### src/rtl/cfgchain_pkg.sv
package cfgchain_pkg;

    // Mode code selecting serial-slave operation (configuration clock is an input)
    localparam logic [2:0] MODE_SER_SLAVE = 3'b111;

    // Control states of the chain slave
    typedef enum logic [0:0] {
        ST_FILL = 1'b0,   // capturing own configuration bits
        ST_FWD  = 1'b1    // own word complete, repeating bits downstream
    } chain_state_t;

endpackage

### src/rtl/cfgchain_bitcount.sv
// Counts captured own bits and flags the step that completes the word.
module cfgchain_bitcount #(
    parameter int unsigned LIMIT = 8
) (
    input  logic clk,
    input  logic rst,
    input  logic step,
    output logic last
);
    localparam int unsigned    CW  = (LIMIT > 1) ? $clog2(LIMIT) : 1;
    localparam logic [CW-1:0]  TOP = CW'(LIMIT - 1);

    logic [CW-1:0] cnt_q;

    assign last = step && (cnt_q == TOP);

    always_ff @(posedge clk) begin
        if (rst) begin
            cnt_q <= '0;
        end else if (step) begin
            cnt_q <= last ? '0 : cnt_q + CW'(1);
        end
    end
endmodule

### src/rtl/cfgchain_capture.sv
// Shift register holding the own configuration word; newest bit enters at bit 0.
module cfgchain_capture #(
    parameter int unsigned WIDTH = 8
) (
    input  logic             clk,
    input  logic             rst,
    input  logic             shift_en,
    input  logic             bit_in,
    output logic [WIDTH-1:0] word
);
    generate
        if (WIDTH == 1) begin : g_single
            always_ff @(posedge clk) begin
                if (rst) begin
                    word <= '0;
                end else if (shift_en) begin
                    word <= bit_in;
                end
            end
        end else begin : g_multi
            always_ff @(posedge clk) begin
                if (rst) begin
                    word <= '0;
                end else if (shift_en) begin
                    word <= {word[WIDTH-2:0], bit_in};
                end
            end
        end
    endgenerate
endmodule

### src/rtl/cfgchain_retime.sv
// Samples pass-through data on the rising edge and re-launches it on the falling edge.
module cfgchain_retime (
    input  logic clk,
    input  logic rst,
    input  logic pass_en,
    input  logic bit_in,
    output logic bit_out
);
    logic held_q;
    logic out_q;

    always_ff @(posedge clk) begin
        if (rst || !pass_en) begin
            held_q <= 1'b1;
        end else begin
            held_q <= bit_in;
        end
    end

    always_ff @(negedge clk) begin
        if (rst) begin
            out_q <= 1'b1;
        end else begin
            out_q <= held_q;
        end
    end

    assign bit_out = out_q;
endmodule

### src/rtl/cfgchain_slave.sv
// Serial configuration slave with daisy-chain pass-through.
module cfgchain_slave
    import cfgchain_pkg::*;
#(
    parameter int unsigned CFG_BITS = 8
) (
    input  logic                cclk,
    input  logic                rst,
    input  logic [2:0]          mode,
    input  logic                din,
    output logic                dout,
    output logic                loaded,
    output logic [CFG_BITS-1:0] cfg_bits
);
    chain_state_t state_q;
    chain_state_t state_d;

    logic mode_ok;
    logic capture_en;
    logic pass_en;
    logic last_bit;

    assign mode_ok = (mode == MODE_SER_SLAVE);

    // State register
    always_ff @(posedge cclk) begin
        if (rst) begin
            state_q <= ST_FILL;                 // RESET_TO_FILL
        end else begin
            state_q <= state_d;
        end
    end

    // Next-state logic
    always_comb begin
        state_d = state_q;
        unique case (state_q)
            ST_FILL: if (last_bit) state_d = ST_FWD;   // FILL_DONE
            ST_FWD:  state_d = ST_FWD;                 // FWD_HOLD
            default: state_d = ST_FILL;
        endcase
    end

    // Output / enable decode
    always_comb begin
        capture_en = 1'b0;
        pass_en    = 1'b0;
        loaded     = 1'b0;
        unique case (state_q)
            ST_FILL: capture_en = mode_ok;
            ST_FWD: begin
                pass_en = mode_ok;
                loaded  = 1'b1;
            end
            default: ;
        endcase
    end

    cfgchain_bitcount #(.LIMIT(CFG_BITS)) u_count (
        .clk  (cclk),
        .rst  (rst),
        .step (capture_en),
        .last (last_bit)
    );

    cfgchain_capture #(.WIDTH(CFG_BITS)) u_capture (
        .clk      (cclk),
        .rst      (rst),
        .shift_en (capture_en),
        .bit_in   (din),
        .word     (cfg_bits)
    );

    cfgchain_retime u_retime (
        .clk     (cclk),
        .rst     (rst),
        .pass_en (pass_en),
        .bit_in  (din),
        .bit_out (dout)
    );
endmodule

### config.mk
export PLATFORM = sky130hd
export DESIGN_NAME = cfgchain_slave
export DESIGN_NICKNAME = d
export VERILOG_FILES = /design/src/rtl/cfgchain_pkg.sv /design/src/rtl/cfgchain_bitcount.sv /design/src/rtl/cfgchain_capture.sv /design/src/rtl/cfgchain_retime.sv /design/src/rtl/cfgchain_slave.sv
export SDC_FILE = /design/constraint.sdc
export NUM_CORES = 1
export LEC_CHECK = 0
export ABC_AREA = 1
export CORE_MARGIN = 2
export CORE_UTILIZATION = 46
export DETAILED_ROUTE_END_ITERATION = 10
export GPL_TIMING_DRIVEN = 0
export PLACE_DENSITY = 0.84
export SETUP_SLACK_MARGIN = 0.3
export SYNTH_ARGS = -nofsm -noshare
export SYNTH_HDL_FRONTEND = slang
export SYNTH_SLANG_ARGS = --single-unit
### constraint.sdc
create_clock -name cclk -period 1.5 [get_ports cclk]
set_input_delay 0.45 -clock cclk [delete_from_list [all_inputs] [get_ports cclk]]
set_output_delay 0.45 -clock cclk [all_outputs]
set_load 0.01 [all_outputs]
==> results of run 1 <==
-- sequential cells by signal, indices dropped and copies added (netlist names) --
register and count:
u_retime.held_q 1, u_count.cnt_q 3, state_q 1, u_capture.word 8, u_retime.bit_out 1
-- metrics by stage --
stage	utilization (%)	total power [mW]	setup TNS (ns)
detailed placement	62.9	0.519	-1.85
finish	69.5	0.749	-0.442
global placement	62.9	0.518	-1.56
floorplan	-	0.474	-0.0373
global route	69.5	0.789	-0.475
CTS	67.0	0.748	-0.457
-- layout make-up --
type / instances / area (um^2) / area share, %
Sequential cell: 14 / 294 / 32.1
Clock buffer: 4 / 26.3 / 2.87
Inverter: 13 / 48.8 / 5.33
Buffer: 4 / 43.8 / 4.78
Multi-Input combinational cell: 57 / 284 / 31.0
Tap cell: 15 / 18.8 / 2.05
Clock inverter: 1 / 3.75 / 0.410
Timing Repair Buffer: 23 / 196 / 21.4
-- placed cells by master, fill, tap and decap left out, drive strengths merged, types with 2 or more instances in the layout --
cell type    count
dlygate4sd2      3
dfxtp           14
buf             22
inv             14
ha               2
clkbuf           5
nand3           12
nand2           16
nor2            24
-- layer usage --
metal	GRT usage [%]	vias up	share of wire, %
met1	21.2	283	42
li1	-	321	-
met4	7.74	0	0.93
met3	3.04	2	5.3
met5	0	-	0
met2	29.7	15	51
-- cells in the mapped netlist --
master and instances:
a21oi_2 1, buf_4 1, buf_6 2, clkbuf_8 1, dfxtp_1 14, ha_1 2
inv_1 14, nand2_1 15, nand2_2 1, nand3_1 10, nand3_2 2, nand4_1 1
nor2_1 22, nor2_2 1, nor2_4 1, or2_2 1
-- final timing paths --
kind | from | cells past startpoint | end
worst max-delay path | u_retime.bit_out | 1 | dout
worst min-delay path | rst | 2 | state_q
worst max register to register | u_retime.held_q | 1 | u_retime.bit_out
worst min register to register | state_q | 1 | u_retime.held_q
-- what timing repair did --
| item | in CTS | in global routing |
|---|---|---|
| buffers inserted | 5 | 1 |
| resized for setup | 61 | 6 |
| gates cloned | 2 | 0 |
| setup endpoints to repair | 23 | 12 |
| pin swaps | 4 | 0 |
| endpoints found under the hold margin | 0 | 0 |
-- power breakdown --
part | leakage (nW) | internal [mW] | total [mW] | switching [mW]
combinational | 0.306 | 0.0606 | 0.117 | 0.0562
clock | 0.0203 | 0.106 | 0.233 | 0.127
sequential | 0.118 | 0.389 | 0.399 | 0.0102
total | 0.444 | 0.556 | 0.749 | 0.193
-- cells by family after synthesis --
| group | after synthesis | share of synthesized area (%) |
|---|---|---|
| and+or+nand+nor | 54 | 37.4 |
| buffers and inverters | 18 | 14.7 |
| DFF | 14 | 42.7 |
| adders and majority gates | 2 | 3.82 |
| AOI/OAI and AO/OA | 1 | 1.34 |
==> summary.md, run 1 <==
| Metric | Value |
|---|---|
| Biggest area consumer among synthesized cells | dfxtp_1 |
| Vias post-DR | 621 |
| Number of detailed-route iterations in the first pass | 4 |
| Worst-Skew Late Latency | 0.33 ns |
| Initial antenna violation count | 0 |
| Sum of net half-perimeters after detailed placement | 862 um |
| Total setup violations reported at the end of the flow | 1 |
| Clock root buffer master | clkbuf_4 |
| Post-route DRC | 0 |
| Global route total overflow | 0 |
| Fin Hold WS | 0.313 ns |
| # hold bufs at CTS | 0 |
| Fraction of post-synthesis cell area in the top cell type by area | 42.7% |
| Largest net degree at the start of global routing | 11 |
| Startpoint Class | flip-flop |
| Maximum count of clock buffers along a single path | 2 |
| Clock Sink Count | 14 |
| Overall track demand over capacity in global routing | 17.4% |
| First-iteration detailed-routing DRC count | 9 |
| Wire length of the first global-routing pass | 2370 um |
| Hold WC Path Type | input port to flip-flop |
| Cell area after synthesis | 656 um^2 |
| Final Slew Violations | 0 |
| Count of nets left with antenna violations after detail routing | 0 |
| Clk slew on worst S/H paths | 0.08 ns |
| Final estimated routing congestion in global placement | 0.702 |
| Relative area change from synthesis to final layout | 39.7% |
| Nets | 125 |
| Syn. warnings | 0 |
| Cell-by-cell trace of the critical path | buf_6 |
| Final critical-path setup slack | -0.442 ns |
| Placement row count | 13 |
| Slowest cell delay on critical path | 0.31 ns |
| Setup slack of the worst register-to-register path | 0.18 ns |
| DRT Wirelength | 1400 um |
| Die X-Extent | 41.8 um |
| Largest delay contributor family on the critical path | flip-flops |
| Unrepaired setup endpoints after global routing | true |
| Syn Inst Count | 89 |
| Max Cap Violations | 0 |
| Clk_skew | 0.0535 ns |
| Number of buffers and inverters on the critical path | 1 |
| Largest voltage drop on the vdd net | 0.000516 V |
| Final std cells w/o fill | 131 |
| Setup CP Type | flip-flop to output pin |
| Inserted Diodes | 0 |
| Total placed cells including tap cells | 119 |
| Sequential-to-total area share from yosys stat | 42.7% |
| Worst-case setup slack after placement | -0.520 ns |
| Ratio of cells with drive above 1 in the final layout | 39.7% |
| Total clock buffers created by CTS | 3 |
| Average cell area after synthesis | 7.37 um^2 |
| Filler cells | 112 |
| Clock tree from TritonCTS | yes |
| Final Hold Violating Endpoints | 0 |
| Cell leakage power | 0.444 nW |
| Status | finished with violations |
| Vias in the first global route | 576 |
| Area after detailed placement | 828 um^2 |
| Cell with the biggest individual delay on the critical path | dfxtp_2 |
| Number of ports placed on the die boundary | 16 |
| Post-synthesis net count | 97 |
| Violated checks | setup timing |
| Floorplan Core Area | 1320 um^2 |
| PD cells | 818 nW/um^2 |
| Synth cell types | 16 |
| Die area | 1740 um^2 |
| Synth top area cells | dfxtp_1 43%, nor2_1 13%, nand2_1 8.6%, inv_1 8.0%, nand3_1 7.6% |
| Starting density of the core | 49.8% |
| Type of destination of the critical path | output pin |
| Number of vias per cell | 4.74 |
| Number of synthesized register bits | 14 |
| Routed wirelength normalized by instance count | 10.7 um |
| Post-route standard cell area excluding fillers | 916 um^2 |
| Port bufs | 15 |
| Top fanout value on the critical path | 1 |
| Critical path data arrival time | 1.49 ns |
| Vert. Die Dim | 41.8 um |
| Number of levels in the clock H-tree | 1 |
| Critical path data required time | 1.05 ns |
| Transition time at the pin with the least slew margin | 0.158 ns |
| Slew headroom | 89.4% |
Note: power is estimated with default switching activity, not from simulation.
==> run 2, diff against run 1 <==
Settings changed: CORE_UTILIZATION 46 to 40, PLACE_DENSITY 0.84 to 0.76, SKIP_CTS_REPAIR_TIMING set to 1, SKIP_LAST_GASP set to 1.
==> summary.md, run 2 (synthesis gave the netlist of run 1 again) <==
| Metric | Value |
|---|---|
| Die X-Extent | 44.5 um |
| Sum of net half-perimeters after detailed placement | 863 um |
| First-iteration detailed-routing DRC count | 5 |
| Number of levels in the clock H-tree | 1 |
| Vias post-DR | 578 |
| Ratio of cells with drive above 1 in the final layout | 38.4% |
| Clk slew on worst S/H paths | 0.08 ns |
| Cell-by-cell trace of the critical path | buf_6 |
| Count of nets left with antenna violations after detail routing | 0 |
| Starting density of the core | 43.0% |
| Type of destination of the critical path | output pin |
| Fraction of power consumed by sequential logic | 53.4% |
| Fin Hold WS | 0.349 ns |
| Clock root buffer master | clkbuf_4 |
| Floorplan Core Area | 1520 um^2 |
| Clock Sink Count | 14 |
| Final Slew Violations | 0 |
| Reg with most FFs | u_capture.word |
| DRT Wirelength | 1330 um |
| Switching share of power | 25.9% |
| Most frequent cells in the layout | 22 x nor2_1, 14 x nand2_1, 13 x inv_1 |
| Status | finished with violations |
| Number of buffers and inverters on the critical path | 1 |
| Critical path data required time | 1.05 ns |
| Largest voltage drop on the vdd net | 0.000599 V |
| Initial antenna violation count | 0 |
| Share of the core filled with cells | 60.1% |
| Clk_skew | 0.0554 ns |
| Startpoint Class | flip-flop |
| Clock tree from TritonCTS | yes |
| Placement row count | 14 |
| Cell with the biggest individual delay on the critical path | dfxtp_2 |
| Most frequent standard cell in the layout excluding fill and tap cells | nor2_1 |
| Largest delay contributor family on the critical path | flip-flops |
| Number of vias per cell | 4.52 |
| Final estimated routing congestion in global placement | 0.725 |
| Setup CP Type | flip-flop to output pin |
| Sw power | 0.194 mW |
| Violated checks | setup timing |
| Hold WC Path Type | input port to flip-flop |
| Max Cap Violations | 0 |
| Filler cells | 151 |
| Final Hold Violating Endpoints | 0 |
| Port bufs | 15 |
| Number of ports placed on the die boundary | 16 |
| Overall track demand over capacity in global routing | 13.2% |
| Total power consumption of the routed design | 0.750 mW |
| Total setup violations reported at the end of the flow | 1 |
| PD cells | 818 nW/um^2 |
| Post-route DRC | 0 |
| Share of power burned in combinational logic | 15.3% |
| Seq. cell area | 293 um^2 |
| Vert. Die Dim | 44.5 um |
| Total clock buffers created by CTS | 3 |
| Inserted Diodes | 0 |
| Number of detailed-route iterations in the first pass | 4 |
| Cell leakage power | 0.444 nW |
| Area taken by multi-input logic gates | 297 um^2 |
| Critical path data arrival time | 1.50 ns |
| Slew headroom | 91.0% |
| Internal power of the cells | 0.556 mW |
| Nets | 121 |
| Vias in the first global route | 496 |
| Number of flip-flops under the largest register name | 8 |
| Final critical-path setup slack | -0.448 ns |
| Transition time at the pin with the least slew margin | 0.135 ns |
| Wire length of the first global-routing pass | 1900 um |
| Maximum count of clock buffers along a single path | 2 |
| Slowest cell delay on critical path | 0.30 ns |
| Worst-Skew Late Latency | 0.34 ns |
| Global route total overflow | 0 |
| Largest net degree at the start of global routing | 11 |
| Largest registers | u_capture.word x8, u_count.cnt_q x3 |
| Die area | 1980 um^2 |
| Portion of total power attributed to the clock network | 31.3% |
| Relative area change from synthesis to final layout | 39.7% |
| Unrepaired setup endpoints after global routing | true |
| Top fanout value on the critical path | 1 |
| Routed wirelength normalized by instance count | 10.4 um |
run 2: cell type report:
| type | count | area share, % |
|---|---|---|
| Clock inverter | 1 | 0.410 |
| Timing Repair Buffer | 19 | 20.1 |
| Inverter | 13 | 5.33 |
| Multi-Input combinational cell | 57 | 32.4 |
| Clock buffer | 4 | 2.87 |
| Sequential cell | 14 | 32.0 |
| Tap cell | 16 | 2.19 |
| Buffer | 4 | 4.78 |
run 2: power by group through the flow:
stage / registers [mW] / clock network [mW] / logic (mW)
floorplan: 0.409 / 0.00834 / 0.0564
global placement: 0.404 / 0.00834 / 0.104
detailed placement: 0.405 / 0.00834 / 0.106
CTS: 0.396 / 0.244 / 0.107
global route: 0.403 / 0.262 / 0.127
finish: 0.401 / 0.234 / 0.115
run 2: per-stage QoR:
stage / cells / setup TNS (ns) / worst slack (ns) / area [um^2]
2_1_floorplan: 89 / -0.0373 / -0.0216 / 659
3_5_place_dp: 120 / -1.87 / -0.517 / 830
6_report: 128 / -0.448 / -0.448 / 916
3_3_place_gp: 120 / -1.58 / -0.526 / 830
5_1_grt: 128 / -0.482 / -0.482 / 916
4_1_cts: 124 / -2.37 / -0.865 / 856
run 2: metal layers:
metal | up-vias | share of wire (%) | track usage, %
met1 | 248 | 45 | 13.9
met2 | 16 | 46 | 22.6
li1 | 312 | - | -
met5 | - | 0 | 0
met4 | 0 | 1.1 | 5.45
met3 | 2 | 7.4 | 6.12
run 2: path summary, 6_finish.rpt:
check / start / end / slack (ns) / cells after the start
worst max register to register: u_retime.held_q / u_retime.bit_out / 0.18 / 1
worst max-delay path: u_retime.bit_out / dout / -0.45 / 1
worst min register to register: state_q / u_retime.held_q / 0.47 / 1
worst min-delay path: rst / state_q / 0.35 / 2
==> run 3, diff against run 2 <==
Settings changed: GPL_TIMING_DRIVEN 0 to not set.
==> summary.md, run 3 (synthesis gave the netlist of run 1 again) <==
| Metric | Value |
|---|---|
| Post-route DRC | 0 |
| Final Slew Violations | 0 |
| Nets | 123 |
| Largest registers | u_capture.word x8, u_count.cnt_q x3 |
| Clock root buffer master | clkbuf_4 |
| Setup CP Type | flip-flop to output pin |
| Status | finished with violations |
| Number of flip-flops under the largest register name | 8 |
| DR WL met2 | 753 um |
| Floorplan Core Area | 1520 um^2 |
| Worst-Skew Late Latency | 0.34 ns |
| Number of ports placed on the die boundary | 16 |
| Starting density of the core | 43.0% |
| Number of detailed-route iterations in the first pass | 2 |
| Most frequent cells in the layout | 22 x nor2_1, 14 x nand2_1, 12 x dfxtp_2 |
| Clock Sink Count | 14 |
| Inserted Diodes | 0 |
| DRT Wirelength | 1450 um |
| Die X-Extent | 44.5 um |
| Final Hold Violating Endpoints | 0 |
| Cell with the biggest individual delay on the critical path | dfxtp_2 |
| Sum of net half-perimeters after detailed placement | 984 um |
| Total power consumption of the routed design | 0.817 mW |
| Clock tree from TritonCTS | yes |
| Unrepaired setup endpoints after global routing | true |
| Violated checks | setup timing |
| Wire length of the first global-routing pass | 2270 um |
| Number of levels in the clock H-tree | 1 |
| Critical path data arrival time | 1.51 ns |
| Critical path data required time | 1.05 ns |
| Maximum count of clock buffers along a single path | 2 |
| Largest net degree at the start of global routing | 14 |
| Type of destination of the critical path | output pin |
| First-iteration detailed-routing DRC count | 9 |
| Global route total overflow | 0 |
| Fin Hold WS | 0.447 ns |
| Top layer reached by signal wires | met4 |
| M1 wire length | 594 um |
| Slowest cell delay on critical path | 0.31 ns |
| Final critical-path setup slack | -0.460 ns |
| Cell leakage power | 0.479 nW |
| Largest delay contributor family on the critical path | flip-flops |
| Total clock buffers created by CTS | 3 |
| Relative area change from synthesis to final layout | 50.2% |
| Share of the core filled with cells | 64.6% |
| Number of buffers and inverters on the critical path | 1 |
| Wire length on met3 | 89 um |
| Die area | 1980 um^2 |
| Startpoint Class | flip-flop |
| Clk_skew | 0.0719 ns |
| Slew headroom | 84.8% |
| Clk slew on worst S/H paths | 0.10 ns |
| Reg with most FFs | u_capture.word |
| Vias post-DR | 606 |
| Number of vias per cell | 4.66 |
| Placement row count | 14 |
| Setup_tns | -0.460 ns |
| Most frequent standard cell in the layout excluding fill and tap cells | nor2_1 |
| Overall track demand over capacity in global routing | 16.1% |
| Transition time at the pin with the least slew margin | 0.227 ns |
| Initial antenna violation count | 0 |
| PD cells | 829 nW/um^2 |
| Top fanout value on the critical path | 1 |
| Routed wirelength normalized by instance count | 11.1 um |
| Setup slack of the worst register-to-register path | 0.18 ns |
| Largest voltage drop on the vdd net | 0.000812 V |
| Vert. Die Dim | 44.5 um |
| Hold WC Path Type | input port to flip-flop |
| Filler cells | 136 |
| Ratio of cells with drive above 1 in the final layout | 42.1% |
| Max Cap Violations | 0 |
| Port bufs | 15 |
| Total setup violations reported at the end of the flow | 1 |
| Count of nets left with antenna violations after detail routing | 0 |
| Vias in the first global route | 566 |
| Cell-by-cell trace of the critical path | buf_6 |
| Final estimated routing congestion in global placement | 0.750 |
run 3: cell count changes in the layout (fill, tap and decap cells not counted), sizes merged:
cell and delta:
buf +3, clkbuf -2, clkinvlp +1, dlymetal6s2s +1, inv -1
run 3: layout make-up:
cell class / instances / area (um^2) / share of cell area, %
inverter: 13 / 52.6 / 5.34
clock buffer: 4 / 36.3 / 3.68
sequential: 14 / 295 / 30.0
multi-input combinational: 57 / 287 / 29.1
tap: 16 / 20.0 / 2.03
clock inverter: 1 / 3.75 / 0.381
timing repair buffer: 25 / 290 / 29.5
run 3: per-stage QoR:
| step | instance area, um^2 | cells | worst slack [ns] |
|---|---|---|---|
| after floorplan | 659 | 89 | -0.0216 |
| after CTS | 892 | 126 | -0.875 |
| after global placement | 856 | 122 | -0.507 |
| after detailed placement | 856 | 122 | -0.509 |
| after global routing | 985 | 130 | -0.500 |
| final | 985 | 130 | -0.460 |
run 3: worst paths after layout:
kind	startpoint	end	depth (start not counted)
worst min-delay path	rst	state_q	3
worst max register to register	u_retime.held_q	u_retime.bit_out	1
worst max-delay path	u_retime.bit_out	dout	1
worst min register to register	u_count.cnt_q[0]	u_count.cnt_q[0]	2
run 3: per-layer routing:
metal	GRT usage [%]	up-vias
li1	-	316
met1	17.0	272
met2	27.5	16
met3	6.94	2
met4	7.27	0
met5	0	-
run 3: power breakdown:
part           leakage, nW  internal [mW]  switching [mW]
Combinational        0.335         0.0726          0.0569
Clock               0.0263          0.151           0.135
Sequential           0.117          0.389          0.0120
